[src/rtl/pig_pkg.sv]
package pig_pkg;

  localparam int unsigned PIG_CODE_W = 4;

  // Effective shift (log2 of the period) for a non-zero rate code.
  // Codes below 3 alias to 3.
  function automatic logic [PIG_CODE_W-1:0] pig_shift(input logic [PIG_CODE_W-1:0] code);
    logic [PIG_CODE_W-1:0] eff;
    eff = (code < PIG_CODE_W'(3)) ? PIG_CODE_W'(3) : code;
    return eff - PIG_CODE_W'(1);
  endfunction

endpackage

[src/rtl/pig_rate_decode.sv]
module pig_rate_decode #(
  parameter int CODE_W = 4,
  parameter int CNT_W  = 15
) (
  input  logic [CODE_W-1:0] code,
  output logic              active,
  output logic [CNT_W-1:0]  mask
);
  import pig_pkg::*;

  logic [CODE_W-1:0] shift;

  always_comb begin
    active = (code != '0);
    shift  = pig_shift(code);
  end

  // Low 'shift' bits of the counter must be zero for an event.
  for (genvar i = 0; i < CNT_W; i++) begin : g_mask
    assign mask[i] = (i < int'(shift));
  end

endmodule

[src/rtl/pig_tick_counter.sv]
module pig_tick_counter #(
  parameter int CNT_W = 15
) (
  input  logic             clk,
  input  logic             rst,
  input  logic             tick_en,
  output logic [CNT_W-1:0] cnt_next
);
  logic [CNT_W-1:0] cnt_q;

  assign cnt_next = cnt_q + CNT_W'(1);

  always_ff @(posedge clk) begin
    if (rst)          cnt_q <= '0;
    else if (tick_en) cnt_q <= cnt_next;
  end

endmodule

[src/rtl/pig_event_regs.sv]
module pig_event_regs (
  input  logic clk,
  input  logic rst,
  input  logic evt,
  input  logic pie_en,
  input  logic sqw_en,
  input  logic flag_clr,
  output logic flag_set,
  output logic pflag,
  output logic irq,
  output logic sqw_pulse
);
  always_ff @(posedge clk) begin
    if (rst) begin
      flag_set  <= 1'b0;
      pflag     <= 1'b0;
      irq       <= 1'b0;
      sqw_pulse <= 1'b0;
    end else begin
      flag_set  <= evt;
      sqw_pulse <= evt & sqw_en;
      // A new event outranks a clear in the same cycle.
      pflag     <= evt | (pflag & ~flag_clr);
      irq       <= (evt & pie_en) | (irq & ~flag_clr);
    end
  end

endmodule

[src/rtl/periodic_irq_gen.sv]
module periodic_irq_gen #(
  parameter int CODE_W = 4,
  parameter int CNT_W  = 15
) (
  input  logic              clk,
  input  logic              rst,
  input  logic              tick_en,
  input  logic [CODE_W-1:0] rate_code,
  input  logic              pie_en,
  input  logic              sqw_en,
  input  logic              sqw_attached,
  input  logic              flag_clr,
  output logic              flag_set,
  output logic              pflag,
  output logic              irq,
  output logic              sqw_pulse
);
  logic             code_active;
  logic [CNT_W-1:0] period_mask;
  logic [CNT_W-1:0] cnt_next;
  logic             running;
  logic             evt;

  pig_rate_decode #(.CODE_W(CODE_W), .CNT_W(CNT_W)) u_decode (
    .code   (rate_code),
    .active (code_active),
    .mask   (period_mask)
  );

  pig_tick_counter #(.CNT_W(CNT_W)) u_counter (
    .clk      (clk),
    .rst      (rst),
    .tick_en  (tick_en),
    .cnt_next (cnt_next)
  );

  always_comb begin
    running = code_active & (pie_en | (sqw_en & sqw_attached));
    evt     = tick_en & running & ((cnt_next & period_mask) == '0);
  end

  pig_event_regs u_regs (
    .clk       (clk),
    .rst       (rst),
    .evt       (evt),
    .pie_en    (pie_en),
    .sqw_en    (sqw_en),
    .flag_clr  (flag_clr),
    .flag_set  (flag_set),
    .pflag     (pflag),
    .irq       (irq),
    .sqw_pulse (sqw_pulse)
  );

endmodule

[config.mk]
export PLATFORM = sky130hd
export DESIGN_NAME = periodic_irq_gen
export DESIGN_NICKNAME = d
export VERILOG_FILES = /design/src/rtl/pig_pkg.sv /design/src/rtl/pig_rate_decode.sv /design/src/rtl/pig_tick_counter.sv /design/src/rtl/pig_event_regs.sv /design/src/rtl/periodic_irq_gen.sv
export SDC_FILE = /design/constraint.sdc
export NUM_CORES = 1
export LEC_CHECK = 0
export BUFFER_PORTS_ARGS = -buffer_cell sky130_fd_sc_hd__buf_2
export CAP_MARGIN = 20
export CORE_MARGIN = 1
export CORE_UTILIZATION = 53
export DETAILED_ROUTE_END_ITERATION = 10
export HOLD_SLACK_MARGIN = 0.02
export PLACE_DENSITY = 0.74
export RECOVER_POWER = 100
export SETUP_SLACK_MARGIN = 0.3
export SLEW_MARGIN = 10
export SYNTH_ARGS = -nofsm -noshare
export SYNTH_HDL_FRONTEND = slang
export SYNTH_SLANG_ARGS = --single-unit
[constraint.sdc]
create_clock -name clk -period 3.2 [get_ports clk]
set_input_delay 0 -clock clk [delete_from_list [all_inputs] [get_ports clk]]
set_output_delay 0 -clock clk [all_outputs]
set_load 0.05 [all_outputs]
# ---- Word level (Yosys, flattened, before mapping)
# Cells that the tools add are included.
dict set report word_totals {
  ff_bits 19
  mem_count 0
  rom_bits 0
  latch_bits 0
  out_inout_bits 4
  in_bits 11
  mem_bits_rw 0
}
dict set report classes {
  eq_ne 0
  add_sub_neg 2
  shifts 0
  div 0
  n_reduce_logical 2
  n_lt_le_gt_ge 16
  bitwise 13
  mux 1
  mul 0
}
# cell n
set op_table {}
lappend op_table {{4-bit < comparator (first input constant)} 7}
lappend op_table {{3-bit by 4-bit < comparator with 1-bit output (first input constant)} 4}
lappend op_table {{15-bit by 1-bit adder with 15-bit output (second input constant)} 1}
lappend op_table {{15-bit AND} 1}
lappend op_table {{15-bit zero test} 1}
lappend op_table {{1-bit AND} 8}
lappend op_table {{1-bit by 4-bit < comparator with 1-bit output (first input constant)} 2}
lappend op_table {{2-bit by 4-bit < comparator with 1-bit output (first input constant)} 2}
lappend op_table {{4-bit by 2-bit < comparator with 1-bit output (second input constant)} 1}
lappend op_table {{4-bit 2-to-1 mux} 1}
lappend op_table {{4-bit nonzero test} 1}
lappend op_table {{4-bit by 1-bit subtractor with 4-bit output (second input constant)} 1}
lappend op_table {{1-bit bitwise OR} 3}
lappend op_table {{1-bit NOT} 1}

# ---- Depth between registers and ports, before layout
# Gate-level depths: netlist (run 1).
dict set report logic_depth {
  word_depth 9
  depth_mapped 12
}

# ---- By module
# A second synthesis (run 1) with hierarchy kept.
dict set report unflattened {
  hier_cells 180
  area_unflattened_um2 1496.4
}
# module cells_each area_per_inst_um2 n_inst seq_area_each_um2
set by_module_without_submodules {}
lappend by_module_without_submodules {pig_tick_counter 114 996.0 1 300.3}
lappend by_module_without_submodules {pig_rate_decode 41 276.5 1 0.0}
lappend by_module_without_submodules {pig_event_regs 12 130.1 1 80.1}
lappend by_module_without_submodules {periodic_irq_gen 13 93.8 1 0.0}

# ---- Least setup slack after synthesis (run 1)
# Ideal clock, no wire load.
dict set report synth_path {
  path_type {register -> register}
  startpoint {register u_counter.cnt_q[0]}
  endpoint {register u_regs.sqw_pulse}
  arrival_ns 2.169
  setup_slack_ns 0.943
  required_time_ns 3.112
  path_stages_with_launch 9
  setup_time_ns 0.088
  path_buffers 1
  path_cell_list {dfxtp_1 ha_1 and3_1 buf_6 nand3_2 o21a_1 a2111o_1 a2111o_1 nor4_2}
}
dict set report synth_via {
  elab_chain_cells 5
}
# element line
set synth_rtl {}
lappend synth_rtl {{start: declaration} pig_tick_counter.sv:9} ;# logic [CNT_W-1:0] cnt_q;
lappend synth_rtl {{start signal: assignment} pig_tick_counter.sv:15} ;# else if (tick_en) cnt_q <= cnt_next;
lappend synth_rtl {{15-bit by 1-bit adder with 15-bit output} pig_tick_counter.sv:11} ;# assign cnt_next = cnt_q + CNT_W'(1);
lappend synth_rtl {{15-bit AND} periodic_irq_gen.sv:39} ;# evt = tick_en & running & ((cnt_next & period_mask) == '0);
lappend synth_rtl {{15-bit zero test} periodic_irq_gen.sv:39}
lappend synth_rtl {{1-bit AND} periodic_irq_gen.sv:39}
lappend synth_rtl {{1-bit AND} pig_event_regs.sv:21} ;# sqw_pulse <= evt & sqw_en;
lappend synth_rtl {{end signal: assignment} pig_event_regs.sv:21}
lappend synth_rtl {{end: declaration} pig_event_regs.sv:11} ;# output logic sqw_pulse
# Every way passes these cells.
# A chain may end at the register's enable or synchronous reset.

# ---- Worst setup path after layout (run 1)
# Ends and elaborated chain as after synthesis.

==> results of run 1 <==
## final cells by class
cell class	instances	share of cell area, %
Inverter	4	1.050
Tap cell	28	2.450
Sequential cell	19	26.60
Multi-Input combinational cell	133	61.33
Timing Repair Buffer	17	6.649
Clock buffer	3	1.575
Clock inverter	1	0.3500
## cell usage in the layout (no fill, tap or decap), types with 2 or more instances in the layout
cell,instances
buf_2,10
mux2i_1,3
nand3_1,7
nor3_1,7
o21ai_0,8
xnor2_1,8
dlygate4sd3_1,3
dfxtp_1,19
and3_1,3
a21oi_1,7
o21a_1,4
clkbuf_1,4
a2111o_1,2
ha_1,4
or3_1,4
nand2_1,11
or2_2,2
nand2b_1,3
xor2_1,10
nor2_1,20
clkbuf_4,3
and4_1,2
inv_1,4
nand4_1,5
o31ai_1,3
a21boi_0,2
## through the flow
stage	power, mW	cell area [um2]	setup WS [ps]
finish	0.4440	1430	668.4
global route	0.4652	1430	502.9
CTS	0.4470	1441	698.7
detailed placement	0.3213	1384	730.8
global placement	0.3193	1384	786.3
floorplan	0.3021	1333	942.8
## power groups by stage
stage	registers [mW]	logic, mW	clock network (mW)
5_1_grt	0.249	0.0787	0.138
3_3_place_gp	0.252	0.0672	0
4_1_cts	0.247	0.0718	0.128
3_5_place_dp	0.253	0.0685	0
6_report	0.248	0.0716	0.125
2_1_floorplan	0.256	0.0458	0
## Yosys cell counts (3+ instances only)
| cell | number | share of area [%] |
|---|---|---|
| o21ai_0 | 8 | 3.0 |
| inv_1 | 4 | 1.1 |
| nand2b_1 | 3 | 1.4 |
| clkbuf_1 | 3 | 0.85 |
| o31ai_1 | 3 | 1.7 |
| nor2_1 | 20 | 5.6 |
| dfxtp_1 | 19 | 29 |
| or3_1 | 4 | 1.9 |
| nand4_1 | 5 | 2.3 |
| and3_1 | 3 | 1.4 |
| a21oi_1 | 7 | 2.6 |
| nand2_1 | 11 | 3.1 |
| mux2i_1 | 3 | 2.3 |
| ha_1 | 4 | 3.8 |
| xnor2_1 | 8 | 5.3 |
| nand3_1 | 7 | 2.6 |
| o21a_1 | 4 | 2.3 |
| xor2_1 | 10 | 6.6 |
| buf_2 | 4 | 1.5 |
| nor3_1 | 7 | 2.6 |
## metal layers
| layer | vias up | part of all wire (%) | track usage (%) | wire (um) |
|---|---|---|---|---|
| met5 | - | 0 | 0 | 0 |
| met4 | 0 | 2.0 | 7.895 | 59 |
| met3 | 9 | 3.4 | 4.386 | 100 |
| met2 | 36 | 46 | 42.09 | 1350 |
| met1 | 546 | 48 | 30.04 | 1403 |
| li1 | 622 | - | - | - |
## what timing repair did
action,in CTS,in global routing
setup buffers,0,0
hold endpoints to repair,3,0
setup endpoints to repair,0,0
hold buffers,3,0
## worst max-delay path: stages (launching register included)
cell,delay [ps]
dfxtp_1,520
ha_1,340
and3_1,310
nand3_2,90
o21a_1,120
a2111o_1,380
a2111o_1,420
nor4_1,280
## sequential cells by signal (all words and copies together), names as in the netlist
| register | cells |
|---|---|
| u_regs.sqw_pulse | 1 |
| u_regs.flag_set | 1 |
| u_regs.pflag | 1 |
| u_regs.irq | 1 |
| u_counter.cnt_q | 15 |
## cells by family (layout without fill, tap and decap cells)
logic type	count (synthesis)	count (layout)
flops	19	19
compound gates	36	36
buf+inv	13	25
fa+ha+maj	4	4
mux	3	3
xor+xnor	18	18
simple gates	72	72
## final timing paths
check / from / endpoint / slack [ps] / depth (start not counted)
setup / recovery: u_counter.cnt_q[0] / u_regs.sqw_pulse / 670 / 7
hold reg to reg: u_regs.irq / u_regs.irq / 470 / 2
hold / removal: rst / u_counter.cnt_q[12] / 50 / 2
setup reg to reg: u_counter.cnt_q[0] / u_regs.sqw_pulse / 670 / 7
==> impl_metrics.tcl, run 1 <==
set metrics [dict create \
    outcome "finished, final reports clean" \
    pwr-share-clk_pct 28.1 \
    antenna_found_initial 0 \
    post-route-period-util_pct 79.11 \
    yosys-mux-area-fraction_pct 2.254 \
    grt_pass1_wl_mm 4.816 \
    hold_viol 0 \
    p_sw_uw 127.3 \
    setup_viol 0 \
    port_buffers 14 \
    place_hpwl_mm 2.196 \
    core_area_um2 2297 \
    yosysWarnings 0 \
    cts.htree.levels 1 \
    netlist_area_um2 1333 \
    synth-edff-count 0 \
    place_inst 198 \
    grt-ovfl-total 0 \
    wl_per_cell_um 14.21 \
    die_h_um 52.14 \
    final_max_slew_viol_count 0 \
    path_class "register to register" \
    maxCapViolations 0 \
    clk_path_buf_depth 2 \
    fin_setup_tns_ps 0 \
    seqCellArea_um2 380.4 \
    fin_skew_ps 4.828 \
    hp-class "input port to register" \
    crit_fanout 8 \
    synth_cells 165 \
    cts_buffers 3 \
    end_kind "register" \
    multiInputGateArea_um2 877.1 \
    initial_core_util_pct 58.01 \
    diodes 0 \
    grt_pass1_vias 1074 \
    fp.dieArea_um2 2719 \
    maxSlewHeadroom_pct 57.78 \
    fmaxAchievable_ghz 0.3950 \
    pin_count 15 \
    vias 1213 \
    gp_congestion 0.8305 \
    fillers 232 \
    p_comb_share_pct 16.1 \
    avgViaCountPerCell 5.917 \
    internal_power_uw 316.7 \
    ys.flop_type "dfxtp_1" \
    fin_util_pct 62.25 \
    async_flop_share_pct 0 \
    die_w_um 52.14 \
    vdd_ir_drop_max_mv 0.2530 \
    layout.nets 193 \
    layout_min_cycle_time_ps 2532 \
    synth-simple-area-share_pct 28.54 \
    antenna_left 0 \
    cp-start-kind "register" \
    hold_ws_ps 51.58 \
    leakage_nw 0.5279 \
    num_rows 17 \
    cts_root_buf "clkbuf_4" \
    tightestPinTransition_ps 628.0 \
    drive_gt1_share_pct 12.43 \
    route.detailed.drc 0 \
    syn_avg_cell_area_um2 8.076 \
    cts.repair.resized 0 \
    path_clk_slew_ps 110 \
    clock_sinks 19 \
    grtUsageTotal_pct 24.30 \
    swShare_pct 28.67 \
    p_seq_share_pct 55.7 \
    drtPass1Iterations 4 \
    pwr_density_cell_nw_per_um2 310.5 \
    syn2layout_area_growth_pct 7.324 \
    synth-compound-area-share_pct 19.91 \
    worst_ep_arrival_time_ps 2750 \
    synth_top_family_by_area "simple AND/OR/NAND/NOR gates" \
    ys_seq_elements 19 \
    synth_fa_ha_area_share_pct 3.756 \
    cts_tree "yes" \
    ys_seq_area_share_pct 28.54 \
    routed_wl_mm 2.914 \
    drt_iter0_drc 23 \
    final_cells 205 \
    grt_max_degree 18 \
    cp_data_required_time_ps 3420 \
    synth_nets 180 \
    rsz0062_at_grt "no" \
    clock_latency_ps 310 \
    synth_xor_area_share_pct 11.83 \
    synth_cell_type_count 43 \
]
Note: power is estimated with default switching activity, not from simulation.
==> run 2, diff against run 1 <==
==> constraint.sdc (replaced) <==
create_clock -name clk -period 2.6 [get_ports clk]
set_input_delay 0 -clock clk [delete_from_list [all_inputs] [get_ports clk]]
set_output_delay 0 -clock clk [all_outputs]
set_load 0.05 [all_outputs]
==> impl_metrics.tcl, run 2 (synthesized netlist as in run 1, its figures left out) <==
set metrics [dict create \
    outcome "finished, final reports clean" \
    critPathMaxStageDelay_ps 430 \
    cts_tree "yes" \
    end_kind "register" \
    routed_wl_mm 2.929 \
    path_class "register to register" \
    clock_sinks 19 \
    grt_pass1_wl_mm 4.809 \
    diodes 0 \
    regMostFlops "u_counter.cnt_q" \
    setup_viol 0 \
    cts_root_buf "clkbuf_4" \
    fin_util_pct 64.00 \
    worstRegToRegCells 7 \
    grt_pass1_vias 1119 \
    hp-class "input port to register" \
    hold_depth 2 \
    hold_start "rst" \
    die_h_um 52.14 \
    path_clk_slew_ps 110 \
    wl_per_cell_um 14.15 \
    fmaxAchievable_ghz 0.4311 \
    die_w_um 52.14 \
    avgViaCountPerCell 5.976 \
    grtUsageTotal_pct 23.77 \
    crit_path_cell_trace "clkbuf_1 -> nand3_1 -> nor2_1 -> xor2_1 -> a2111o_1 -> a2111o_1 -> nor4_1" \
    syn2layout_area_growth_pct 10.33 \
    pwr_density_cell_nw_per_um2 373.8 \
    tightestPinTransition_ps 629.3 \
    crit_buf_inv 1 \
    final_common_cell "nor2_1" \
    post-route-period-util_pct 89.21 \
    fp.dieArea_um2 2719 \
    gp_congestion 0.8977 \
    vias 1237 \
    rr_startpoint "u_counter.cnt_q[0]" \
    crit_fanout 7 \
    largest_reg_flops 15 \
    clock_latency_ps 300 \
    dpl_cell_area_um2 1399 \
    hold_path_end "u_counter.cnt_q[8]" \
    startpoint "u_counter.cnt_q[0]" \
    cp_data_required_time_ps 2820 \
    maxSlewHeadroom_pct 57.69 \
    crit_family "compound AO/OA/AOI/OAI gates" \
    cts.htree.levels 1 \
    leakage_nw 0.5290 \
    r2r_slack_ps 280 \
    hold_viol 0 \
    grt_max_degree 18 \
    fillers 211 \
    pin_count 15 \
    reg2reg_to "u_regs.sqw_pulse" \
    fin_setup_tns_ps 0 \
    hold_ws_ps 64.83 \
    final_cell_area_um2 1470 \
    route.detailed.drc 0 \
    initial_core_util_pct 58.01 \
    crit_top_cell "a2111o_1" \
    grt-ovfl-total 0 \
    final_cell_mix "nor2_1, dfxtp_1, nand2_1" \
    fin_ws_ps 280.5 \
    rsz0062_at_grt "yes" \
    core_area_um2 2297 \
    worst_ep_arrival_time_ps 2540 \
    antenna_found_initial 0 \
    vdd_ir_drop_max_mv 0.3152 \
    antenna_left 0 \
    port_buffers 14 \
    drive_gt1_share_pct 15.64 \
    layout_min_cycle_time_ps 2320 \
    fin_skew_ps 13.30 \
    final_max_slew_viol_count 0 \
    place_hpwl_mm 2.188 \
    post_cts_buffers 0 \
    maxCapViolations 0 \
    slowest_stage "a2111o_1" \
    num_rows 17 \
    cp-start-kind "register" \
    dp_slack_ps 136.2 \
    clk_path_buf_depth 2 \
    drtPass1Iterations 4 \
    layout.nets 195 \
    drt_iter0_drc 44 \
    cts_buffers 3 \
]
[run 2: final cells by class]
cell class                 instances  area (um2)  share of cell area (%)
multi-input combinational        133       904.6                   61.53
sequential                        19       385.4                   26.21
timing repair buffer              19       102.6                   6.979
tap                               28       35.03                   2.383
clock buffer                       3       22.52                   1.532
inverter                           4       15.01                   1.021
clock inverter                     1       5.005                  0.3404
[run 2: metal layers]
layer  global-route usage, %  wire (um)  up-vias
met5                       0          0        -
met4                   9.211         51        0
met3                   5.263        103        6
met2                   38.03       1334       22
met1                   30.84       1440      587
li1                        -          -      622
[run 2: worst max-delay path by stage]
stage / to / slack (ps) / cells past startpoint
3_5_place_dp: u_regs.sqw_pulse / 140 / 11
6_report: u_regs.sqw_pulse / 280 / 7
5_1_grt: u_regs.sqw_pulse / 170 / 7
3_3_place_gp: u_regs.sqw_pulse / 230 / 11
4_1_cts: u_regs.sqw_pulse / 320 / 7
2_1_floorplan: u_regs.sqw_pulse / 340 / 8
[run 2: repair_timing]
item / CTS / global route
gates resized for setup: 3 / 8
setup endpoints to repair: 4 / 4
hold endpoints to repair: 3 / 0
pin swaps: 0 / 0
hold buffers: 3 / 0
[run 2: power breakdown]
group / total (mW) / internal, mW / switching (mW)
logic: 0.0976 / 0.0402 / 0.0573
clock network: 0.149 / 0.0574 / 0.0919
registers: 0.303 / 0.296 / 0.00629
total: 0.550 / 0.394 / 0.156
[run 2: stage by stage]
stage | std cells | power [mW]
floorplan | 165 | 0.3718
finish | 207 | 0.5495
global route | 207 | 0.5748
global placement | 200 | 0.3952
detailed placement | 200 | 0.3971
CTS | 207 | 0.5493
==> run 3, diff against run 2 <==
--- a/config.mk
+++ b/config.mk
@@ -11,7 +11,7 @@
 export CORE_UTILIZATION = 53
 export DETAILED_ROUTE_END_ITERATION = 10
 export HOLD_SLACK_MARGIN = 0.02
-export PLACE_DENSITY = 0.74
+export PLACE_DENSITY = 0.84
 export RECOVER_POWER = 100
 export SETUP_SLACK_MARGIN = 0.3
 export SLEW_MARGIN = 10
==> impl_metrics.tcl, run 3 (synthesized netlist as in run 1, its figures left out) <==
set metrics [dict create \
    outcome "finished, final reports clean" \
    final_common_cell "nor2_1" \
    crit_fanout 7 \
    route.detailed.drc 0 \
    cp_data_required_time_ps 2800 \
    place_hpwl_mm 2.085 \
    port_buffers 14 \
    wl_per_cell_um 14.26 \
    crit_family "compound AO/OA/AOI/OAI gates" \
    critPathMaxStageDelay_ps 430 \
    fin_skew_ps 3.332 \
    final_cell_area_um2 1475 \
    cts_tree "yes" \
    layout.nets 195 \
    routed_wl_mm 2.951 \
    setup_viol 0 \
    r2r_slack_ps 280 \
    regMostFlops "u_counter.cnt_q" \
    fillers 204 \
    finalPower_uw 554.6 \
    slowest_stage "a2111o_1" \
    pwr_density_cell_nw_per_um2 376.0 \
    cts_root_buf "clkbuf_4" \
    initial_core_util_pct 58.01 \
    grt_pass1_vias 1124 \
    die_h_um 52.14 \
    vdd_ir_drop_max_mv 0.2774 \
    use_met3_pct 6.433 \
    crit_top_cell "a2111o_1" \
    clock_sinks 19 \
    fmaxAchievable_ghz 0.4302 \
    grt_pass1_wl_mm 4.788 \
    reg2reg_to "u_regs.sqw_pulse" \
    fin_setup_tns_ps 0 \
    antenna_found_initial 0 \
    end_kind "register" \
    pin_count 15 \
    num_rows 17 \
    final_max_slew_viol_count 0 \
    fp.dieArea_um2 2719 \
    crit_path_cell_trace "ha_4 -> and3_1 -> nand3_2 -> o21a_1 -> a2111o_1 -> a2111o_1 -> nor4_1" \
    core_area_um2 2297 \
    avgViaCountPerCell 6.000 \
    path_class "register to register" \
    post-route-period-util_pct 89.40 \
    drt_iter0_drc 43 \
    post_cts_buffers 0 \
    cp-start-kind "register" \
    gp_congestion 0.9704 \
    final_cell_mix "nor2_1, dfxtp_1, nand2_1" \
    maxCapViolations 0 \
    largest_reg_flops 15 \
    tightestPinTransition_ps 660.4 \
    drtPass1Iterations 4 \
    cts.htree.levels 1 \
    hold_viol 0 \
    dpl_cell_area_um2 1399 \
    diodes 0 \
    rr_startpoint "u_counter.cnt_q[0]" \
    path_clk_slew_ps 100 \
    rsz0062_at_grt "no" \
    cts_buffers 3 \
    grt_max_degree 18 \
    worst_ep_arrival_time_ps 2520 \
    antenna_left 0 \
    crit_end "u_regs.sqw_pulse" \
    worstRegToRegCells 7 \
    maxSlewHeadroom_pct 55.59 \
    clk_path_buf_depth 2 \
    grtUsageMet2_pct 42.52 \
    die_w_um 52.14 \
    clock_latency_ps 300 \
    cp_num_cells 7 \
    grtUsageTotal_pct 24.19 \
    crit_buf_inv 0 \
    vias 1242 \
    layout_min_cycle_time_ps 2324 \
    hp-class "input port to register" \
    drive_gt1_share_pct 16.76 \
    leakage_nw 0.5368 \
    startpoint "u_counter.cnt_q[0]" \
    top_usage_layer "met2" \
    grt_util_met1_pct 27.61 \
    grt-ovfl-total 0 \
    syn2layout_area_growth_pct 10.70 \
]
## run 3: power breakdown
| part | total [mW] | switching (mW) | internal [mW] |
|---|---|---|---|
| Sequential | 0.301 | 0.00448 | 0.297 |
| Clock | 0.149 | 0.0914 | 0.0575 |
| Combinational | 0.105 | 0.0613 | 0.0434 |
## run 3: final cells by class
| cell class | count | area, um2 | share of cell area [%] |
|---|---|---|---|
| clock buffer | 3 | 22.52 | 1.527 |
| inverter | 4 | 15.01 | 1.018 |
| clock inverter | 1 | 5.005 | 0.3393 |
| sequential | 19 | 382.9 | 25.95 |
| timing repair buffer | 19 | 110.1 | 7.464 |
| multi-input combinational | 133 | 904.6 | 61.32 |
| tap | 28 | 35.03 | 2.375 |
## run 3: worst register-to-register path, cell delays in order (launching register included)
cell and delay, ps:
dfxtp_1 390, ha_4 190, and3_1 280, nand3_2 90, o21a_1 110, a2111o_1 400
a2111o_1 430, nor4_1 330
## run 3: worst min-delay path by stage
stage,start,endpoint,slack [ps],depth (start not counted)
after floorplan,sqw_en,u_regs.sqw_pulse,130,2
after global placement,sqw_en,u_regs.sqw_pulse,260,3
after detailed placement,sqw_en,u_regs.sqw_pulse,280,3
after CTS,rst,u_counter.cnt_q[2],40,2
after global routing,rst,u_counter.cnt_q[3],50,2
final,rst,u_counter.cnt_q[10],50,2
## run 3: metrics by stage
step	setup slack, ps	std cells	hold WS [ps]	util, %
2_1_floorplan	342.8	165	133.2	-
3_3_place_gp	222.8	200	257.4	60.89
3_5_place_dp	91.45	200	275.8	60.89
4_1_cts	321.6	207	38.97	63.56
5_1_grt	174.4	207	45.62	64.22
6_report	275.7	207	48.50	64.22
## run 3: routing by layer
metal  vias to the layer above  part of all wire [%]
li1                        619                     -
met1                       576                    43
met2                        41                    50
met3                         6                   5.3
met4                         0                   1.7
met5                         -                     0
## run 3: repair_timing
action                     in CTS  in global routing
hold endpoints to repair        3                  0
gates resized for setup         2                  8
hold buffers                    3                  0
cloned                          0                  0
setup endpoints to repair       3                  4
